File: src/rtl/disp_pkg.sv
package disp_pkg;
  // Strobes from the arbitration control to the datapath and cores.
  typedef struct packed {
    logic [1:0] fetch;     // load holding slot q
    logic       grant;     // one dispatch this cycle
    logic       grantQ;    // queue being dispatched
    logic       grantCore; // core receiving it
  } dispStrobes_t;
endpackage

File: src/rtl/disp_ctrl.sv
module disp_ctrl
  import disp_pkg::*;
(
  input  logic         clk,
  input  logic         rstN,
  input  logic [1:0]   inValid,
  input  logic [1:0]   cfgEnable,
  input  logic [1:0]   cfgMask0,
  input  logic [1:0]   cfgMask1,
  input  logic [1:0]   cfgPri,
  input  logic [1:0]   held,
  input  logic [1:0]   coreBusy,
  output logic [1:0]   inReady,
  output dispStrobes_t strobes
);
  logic       lastWin;
  logic [1:0] avail0, avail1, availSel, elig;
  logic       pickQ;

  always_comb begin
    inReady = cfgEnable & ~held;
    avail0  = cfgMask0 & ~coreBusy;
    avail1  = cfgMask1 & ~coreBusy;
    elig    = {held[1] && (|avail1), held[0] && (|avail0)};
    unique case (cfgPri)
      2'b01:   pickQ = !elig[0];
      2'b10:   pickQ = elig[1];
      default: pickQ = (elig[0] && elig[1]) ? !lastWin : elig[1];
    endcase
    availSel          = pickQ ? avail1 : avail0;
    strobes.fetch     = inReady & inValid;
    strobes.grant     = |elig;
    strobes.grantQ    = pickQ;
    strobes.grantCore = !availSel[0];
  end

  always_ff @(posedge clk or negedge rstN) begin
    if (!rstN)              lastWin <= 1'b1;
    else if (strobes.grant) lastWin <= strobes.grantQ;
  end
endmodule

File: src/rtl/disp_dp.sv
module disp_dp
  import disp_pkg::*;
#(
  parameter int DATA_W = 16,
  parameter int IDX_W  = 32
) (
  input  logic                   clk,
  input  logic                   rstN,
  input  dispStrobes_t           strobes,
  input  logic [1:0][DATA_W-1:0] inData,
  output logic [1:0]             held,
  output logic [DATA_W-1:0]      dispData,
  output logic [IDX_W-1:0]       dispIdx
);
  logic [1:0][DATA_W-1:0] slotData;
  logic [1:0][IDX_W-1:0]  nextIdx;

  for (genvar q = 0; q < 2; q++) begin : g_slot
    logic takeQ;
    assign takeQ = strobes.grant && (strobes.grantQ == q[0]);
    always_ff @(posedge clk or negedge rstN) begin
      if (!rstN) begin
        held[q]     <= 1'b0;
        slotData[q] <= '0;
        nextIdx[q]  <= '0;
      end else begin
        if (strobes.fetch[q]) begin
          held[q]     <= 1'b1;
          slotData[q] <= inData[q];
        end else if (takeQ) begin
          held[q] <= 1'b0;
        end
        if (takeQ) nextIdx[q] <= nextIdx[q] + 1'b1;
      end
    end
  end

  assign dispData = slotData[strobes.grantQ];
  assign dispIdx  = nextIdx[strobes.grantQ];
endmodule

File: src/rtl/disp_core_stub.sv
module disp_core_stub #(
  parameter int DATA_W   = 16,
  parameter int IDX_W    = 32,
  parameter int CNT_W    = 32,
  parameter int EXEC_LAT = 3
) (
  input  logic              clk,
  input  logic              rstN,
  input  logic              start,
  input  logic              qidIn,
  input  logic [IDX_W-1:0]  iidIn,
  input  logic [DATA_W-1:0] dataIn,
  output logic              busy,
  output logic              qidOut,
  output logic [IDX_W-1:0]  iidOut,
  output logic [DATA_W-1:0] dataOut,
  output logic [CNT_W-1:0]  count
);
  localparam int TMR_W = $clog2(EXEC_LAT + 1);
  logic [TMR_W-1:0] timer;

  always_ff @(posedge clk or negedge rstN) begin
    if (!rstN) begin
      busy    <= 1'b0;
      timer   <= '0;
      qidOut  <= 1'b0;
      iidOut  <= '0;
      dataOut <= '0;
      count   <= '0;
    end else if (start) begin
      busy    <= 1'b1;
      timer   <= TMR_W'(EXEC_LAT - 1);
      qidOut  <= qidIn;
      iidOut  <= iidIn;
      dataOut <= dataIn;
    end else if (busy) begin
      if (timer == '0) begin
        busy  <= 1'b0;
        count <= count + 1'b1;
      end else begin
        timer <= timer - 1'b1;
      end
    end
  end
endmodule

File: src/rtl/disp_arbiter.sv
module disp_arbiter
  import disp_pkg::*;
#(
  parameter int DATA_W   = 16,
  parameter int IDX_W    = 32,
  parameter int CNT_W    = 32,
  parameter int EXEC_LAT = 3
) (
  input  logic                   clk,
  input  logic                   rstN,
  input  logic [1:0]             inValid,
  input  logic [1:0][DATA_W-1:0] inData,
  output logic [1:0]             inReady,
  input  logic [1:0]             cfgEnable,
  input  logic [1:0]             cfgMask0,
  input  logic [1:0]             cfgMask1,
  input  logic [1:0]             cfgPri,
  output logic [1:0]             coreBusy,
  output logic [1:0]             coreQid,
  output logic [1:0][IDX_W-1:0]  coreIid,
  output logic [1:0][DATA_W-1:0] coreData,
  output logic [1:0][CNT_W-1:0]  coreCount
);
  dispStrobes_t      strobes;
  logic [1:0]        held;
  logic [DATA_W-1:0] dispData;
  logic [IDX_W-1:0]  dispIdx;

  disp_ctrl i_ctrl (
    .clk, .rstN, .inValid, .cfgEnable, .cfgMask0, .cfgMask1, .cfgPri,
    .held, .coreBusy, .inReady, .strobes
  );

  disp_dp #(.DATA_W(DATA_W), .IDX_W(IDX_W)) i_dp (
    .clk, .rstN, .strobes, .inData, .held, .dispData, .dispIdx
  );

  for (genvar c = 0; c < 2; c++) begin : g_core
    disp_core_stub #(
      .DATA_W(DATA_W), .IDX_W(IDX_W), .CNT_W(CNT_W), .EXEC_LAT(EXEC_LAT)
    ) i_core (
      .clk, .rstN,
      .start  (strobes.grant && (strobes.grantCore == c[0])),
      .qidIn  (strobes.grantQ),
      .iidIn  (dispIdx),
      .dataIn (dispData),
      .busy   (coreBusy[c]),
      .qidOut (coreQid[c]),
      .iidOut (coreIid[c]),
      .dataOut(coreData[c]),
      .count  (coreCount[c])
    );
  end
endmodule

File: config.mk
export PLATFORM = sky130hd
export DESIGN_NAME = disp_arbiter
export DESIGN_NICKNAME = d
export VERILOG_FILES = /design/src/rtl/disp_pkg.sv /design/src/rtl/disp_ctrl.sv /design/src/rtl/disp_dp.sv /design/src/rtl/disp_core_stub.sv /design/src/rtl/disp_arbiter.sv
export SDC_FILE = /design/constraint.sdc
export NUM_CORES = 1
export LEC_CHECK = 0
export BUFFER_PORTS_ARGS = -buffer_cell sky130_fd_sc_hd__buf_2
export CAP_MARGIN = 5
export CORE_ASPECT_RATIO = 1.5
export CORE_MARGIN = 10
export CORE_UTILIZATION = 50
export CTS_CLUSTER_SIZE = 14
export DETAILED_ROUTE_END_ITERATION = 12
export PLACE_DENSITY = 0.78
export SYNTH_ARGS = -nofsm -noshare
export SYNTH_HDL_FRONTEND = slang
export SYNTH_SLANG_ARGS = --single-unit
File: constraint.sdc
create_clock -name clk -period 2.3 [get_ports clk]
set_input_delay 0.345 -clock clk [delete_from_list [all_inputs] [get_ports clk]]
set_output_delay 0.345 -clock clk [all_outputs]
set_load 0.005 [all_outputs]
# == Word-level counts from Yosys, hierarchy flattened ==
# Cells that the tools add are included.
# op_classes
n_addsub,6
magnitude_cmp,1
eq_ne,4
mux,23
bitwise,9
reduce_logical,23
# ops
op,count
$add A32 B1 Y32 const B,4
$mux W32,2
$mux W16,2
$mux W1,12
$mux W2,6
$and A2 B2 Y2,4
$reduce_bool A2 Y1,4
$logic_and A1 B1 Y1,7
$reduce_and A3 Y1,2
$reduce_or A2 Y1,3
$logic_not A2 Y1,2
$ne A2 B1 Y1 const B,2
$not A2 Y2,2
$reduce_and A2 Y1,2
$sub A2 B1 Y2 const B,2
$logic_not A1 Y1,3
$not A1 Y1,3
$eq A2 B1 Y1 const B,1
$eq A2 B2 Y1 const B,1
$lt A1 B2 Y1 const B,1
$pmux W1 S2,1
# word_totals
regBits,267
input_bits,44
out_inout_bits,166
elab_cells,85

# == Depth between registers and ports, before layout ==
# logic_depth
word_depth,12
mapped_depth,10
mapped_depth_nobuf,9

# == Hierarchy ==
# A second synthesis with hierarchy kept.
# unflattened
hier_cells,894
hier_area_um2,11878.9
# by_module_without_submodules
module,n_inst,cells_per_inst,area_each_um2,seq_area_each_um2
disp_core_stub,2,241,3429.5,2102.0
disp_dp,1,385,4760.8,2452.4
disp_ctrl,1,25,242.7,26.3
disp_arbiter,1,2,16.3,0.0

# == Worst setup path after synthesis ==
# OpenSTA, ideal clock, no wires.
# synth_timing
path_kind,input to register
startpoint,input cfgPri[0]
endpoint,register i_dp.nextIdx[56] (netlist name)
setup_time_ps,126
arrival_ps,2230
required_ps,2174
path_slack_ps,-56
stages,8
n_path_buf,0
path_cell_list,inv_1 ha_1 or3_1 a221oi_1 nor2_1 nand3_1 nor2_1 xor2_1
# synth_via
elab_chain_len,3
elab_cells_between_ends,4
classes_between,2 x eq/ne; 1 x mux; 1 x reduce/logical
# synth_lines
element,line,text
from (decl),disp_arbiter.sv:17,"input logic [1:0] cfgPri,"
$eq A2 B2 Y1 or $eq A2 B1 Y1 (tied branches),disp_ctrl.sv:25,unique case (cfgPri)
$pmux W1 S2 *,disp_ctrl.sv:25,
$logic_and A1 B1 Y1 *,disp_dp.sv:20,assign takeQ = strobes.grant && (strobes.grantQ == q[0]);
"to (signal, indexed assignment)",disp_dp.sv:33,if (takeQ) nextIdx[q] <= nextIdx[q] + 1'b1;
to (decl),disp_dp.sv:16,logic [1:0][IDX_W-1:0] nextIdx;
# Every way passes the cells marked *; elsewhere a longest branch is shown, timed or not.
# A chain may end at the register's enable or synchronous reset.

# == Final worst setup path ==
# layout_timing
startpoint,register g_core[1].i_core.busy
endpoint,register g_core[1].i_core.count[0]
# layout_via
elab_chain_len,12
elab_cells_between_ends,17
classes_between,3 x mux; 4 x bitwise; 10 x reduce/logical
# layout_lines
element,line,text
from (decl),disp_core_stub.sv:13,"output logic busy,"
from (signal assigned),disp_core_stub.sv:24,busy <= 1'b0;
from (signal assigned),disp_core_stub.sv:31,busy <= 1'b1;
from (signal assigned),disp_core_stub.sv:38,busy <= 1'b0;
$not A2 Y2,"disp_ctrl.sv:22, disp_ctrl.sv:23",
$and A2 B2 Y2 (on tied branches),"disp_ctrl.sv:22, disp_ctrl.sv:23",
$reduce_or A2 Y1,disp_ctrl.sv:24,"elig = {held[1] && (|avail1), held[0] && (|avail0)};"
$logic_and A1 B1 Y1,disp_ctrl.sv:24,
$logic_and A1 B1 Y1,disp_ctrl.sv:28,default: pickQ = (elig[0] && elig[1]) ? !lastWin : elig[1];
$mux W1,disp_ctrl.sv:28,
$pmux W1 S2,disp_ctrl.sv:25,
$mux W1,disp_ctrl.sv:30,availSel = pickQ ? avail1 : avail0;
$logic_not A1 Y1,disp_ctrl.sv:34,strobes.grantCore = !availSel[0];
$logic_and A1 B1 Y1,disp_arbiter.sv:43,".start (strobes.grant && (strobes.grantCore == c[0])),"
$not A1 Y1 (no line),--,
$reduce_and A3 Y1 (no line) *,--,
to (signal assigned),disp_core_stub.sv:39,count <= count + 1'b1;
to (decl),disp_core_stub.sv:17,output logic [CNT_W-1:0] count
# Marks and branches as above.

==> results by group <==
Synth
  – Post-synth net total: 1080
  – Cell count after synthesis: 1028
  – Syn Area/Cell: 11.11 sq um
  – Yosys reg bits: 267
  – Post-synth EDFFs: 0
  – Most used DFF post-synth: dfrtp_1
  – Synth async-reset ratio: 100.0%
  – Mapped cell area: 11420 sq um
  – Yosys warnings: 0
  – Distinct cells, synth: 47
  – Sequential element share of the synthesized area: 58.54%

Setup path
  – Maximum fanout along the worst path: 6
  – Reg2Reg Launch Point: g_core[1].i_core.busy
  – WS Path Type: reg2reg
  – CP Capture Type: flip-flop
  – CP Data Required Time: 2710 ps
  – Worst Setup SP: g_core[1].i_core.busy
  – Critical path arrival: 2770 ps
  – Critical path startpoint category: flip-flop

Timing
  – Worst Tran Pin Value: 651.8 ps
  – Final hold vios: 0
  – Final min period: 2364 ps
  – Peak Freq: 423.0 MHz
  – Final-report max-slew violation count: 0
  – Final setup fails: 57
  – Slew HR: 56.54%
  – RSZ-0062 raised after global routing: yes
  – Hold_ws: 53.66 ps
  – Clock skew: 14.50 ps
  – Crit share post-route: 102.8%
  – Final WS setup: -64.02 ps

Floorplan
  – Die ar.: 29400 sq um
  – Initial Util: 51.00%
  – Core Area: 22380 sq um
  – Ports: 210
  – Die width: 143.4 microns
  – DIE HEIGHT: 205.1 microns
  – FP Rows: 67

Clocking
  – TritonCTS clock tree: yes
  – Max clock buf depth: 3
  – Worst skew pair latency: 530 ps
  – Sink Count: 267
  – CTS H-tree depth: 1
  – Total CTS buffers: 27
  – CTS clk-pin slew, worst paths: 60 ps
  – Root Driver: clkbuf_16

Placed design
  – Routability cong.: 0.8782
  – Dpl hpwl: 20670 microns
  – Post-place setup slack: -201.8 ps
  – Dpl cell area: 13190 sq um
  – Input/output buffers: 209

Route
  – Via count: 8925
  – Wirelength per Cell: 20.41 microns
  – Drt total wl: 32760 microns
  – Via-per-instance ratio: 5.561
  – Initial DRC count: 472
  – DRT Pass-1 Iters: 4
  – ANT nets after route: 0
  – DRC errors left: 0

Worst hold path
  – Hold WC Path Type: in2reg
  – Hold path start: inData[6]

Global route
  – Initial antenna violation count: 0
  – First-pass GRT wire length: 45390 microns
  – Total congestion overflow: 0
  – Pin count of the biggest net entering global routing: 83
  – Vias in the first global route: 8773
  – Global Route Usage Sum: 18.76%

Finish
  – Most common cell after layout, fill and taps aside: dfrtp_1
  – Share of cells above drive strength 1: 36.57%
  – Post-route design area: 15270 sq um
  – Most frequent cells in the layout: 266 x dfrtp_1, 208 x buf_2, 105 x nand2_1
  – Fin util: 68.21%
  – Final Net Count: 1363
  – Layout area overhead: 33.73%
  – N_diodes: 0

Run status
  – Status: finished with violations
  – Violated checks: negative setup slack

Power and ir drop
  – Pwr/cell area: 1202 nW/um^2
  – Maximum VDD drop: 805.9 uV
  – Leakage: 0.007169 uW

Flow run
  – # Max-Cap Violations: 0
report_power, final:
part / internal [uW] / switching [uW] / leakage (uW) / total [uW]
Sequential: 5940 / 1000 / 0.00339 / 6940
Clock: 2390 / 1810 / 0.000408 / 4190
Combinational: 3570 / 3660 / 0.00338 / 7220
Total: 11900 / 6460 / 0.00717 / 18400
layer usage:
metal	routed length, microns	track usage (%)
met5	0	0
met4	1025	5.413
met3	1972	3.731
met2	17730	34.49
met1	12030	21.31
critical path, stage by stage, from the launching register on:
cell	delay, ps
dfrtp_1	440
and2b_1	250
o21ai_2	290
buf_4	180
nand2_1	110
nor2_1	210
nor3_2	90
buf_6	160
buf_6	150
buf_4	130
buf_4	130
xnor2_1	110
final timing paths:
path                                           endpoint  slack (ps)  depth (start not counted)
max                           g_core[1].i_core.count[0]         -60                         11
min                                    i_dp.slotData[6]          50                          2
max reg2reg                   g_core[1].i_core.count[0]         -60                         11
min reg2reg                  g_core[1].i_core.count[31]         470                          1
max in group asynchronous              i_dp.nextIdx[18]        1270                          3
min in group asynchronous  g_core[1].i_core.dataOut[11]         290                          2
Yosys cell counts (3+ instances only):
library cell	number	share of area [%]
a21oi_1	55	2.4
and2_1	8	0.44
and3_1	23	1.3
and4_1	7	0.54
buf_2	9	0.39
buf_4	4	0.26
clkbuf_1	28	0.92
dfrtp_1	266	58
ha_1	8	0.88
inv_1	19	0.62
mux2_2	35	3.5
mux2i_1	44	3.9
nand2_1	112	3.7
nand3_1	48	2.1
nand4_1	33	1.8
nor2_1	89	2.9
nor2b_1	7	0.38
nor3_1	15	0.66
nor4_1	8	0.44
o21ai_0	51	2.2
or3_1	3	0.16
xnor2_1	85	6.5
xor2_1	41	3.1
layout make-up:
cell class	instances	area, sq um
Sequential cell	267	6683
Timing Repair Buffer	297	2183
Fill cell	1550	7116
Multi-Input combinational cell	699	5144
Inverter	19	71.32
Clock buffer	35	745.7
Clock inverter	12	95.09
Tap cell	276	345.3
cells by family after synthesis:
group                      count (synthesis)  share of synthesized area (%)
buffers and inverters                     62                          2.400
DFF                                      267                          58.54
and+or+nand+nor                          365                          15.32
muxes                                     79                          7.310
AOI/OAI and AO/OA                        121                          5.886
adders and majority gates                  8                         0.8768
xor gates and xnor gates                 126                          9.667
timing repair:
item | CTS | global route
endpoints found under the setup margin | 62 | 145
hold buffers | 1 | 0
pin swaps | 0 | 25
setup buffers | 1 | 12
hold endpoints to repair | 35 | 0
resized for setup | 3 | 191
gates cloned | 0 | 18
state kept, by name (all words and copies together), names as in the netlist:
| name | count |
|---|---|
| g_core.i_core.busy | 2 |
| g_core.i_core.count | 64 |
| g_core.i_core.dataOut | 32 |
| g_core.i_core.iidOut | 64 |
| g_core.i_core.qidOut | 2 |
| g_core.i_core.timer | 4 |
| i_ctrl.lastWin | 1 |
| i_dp.held | 2 |
| i_dp.nextIdx | 64 |
| i_dp.slotData | 32 |
metrics by stage:
stage / total power, uW / std cells / setup TNS [ps]
floorplan: 9545 / 1028 / 0
global placement: 11690 / 1526 / -7462
detailed placement: 11930 / 1526 / -15240
CTS: 16200 / 1575 / -1264
global route: 19290 / 1605 / -7486
finish: 18360 / 1605 / -1263
Note: power is estimated with default switching activity, not from simulation.
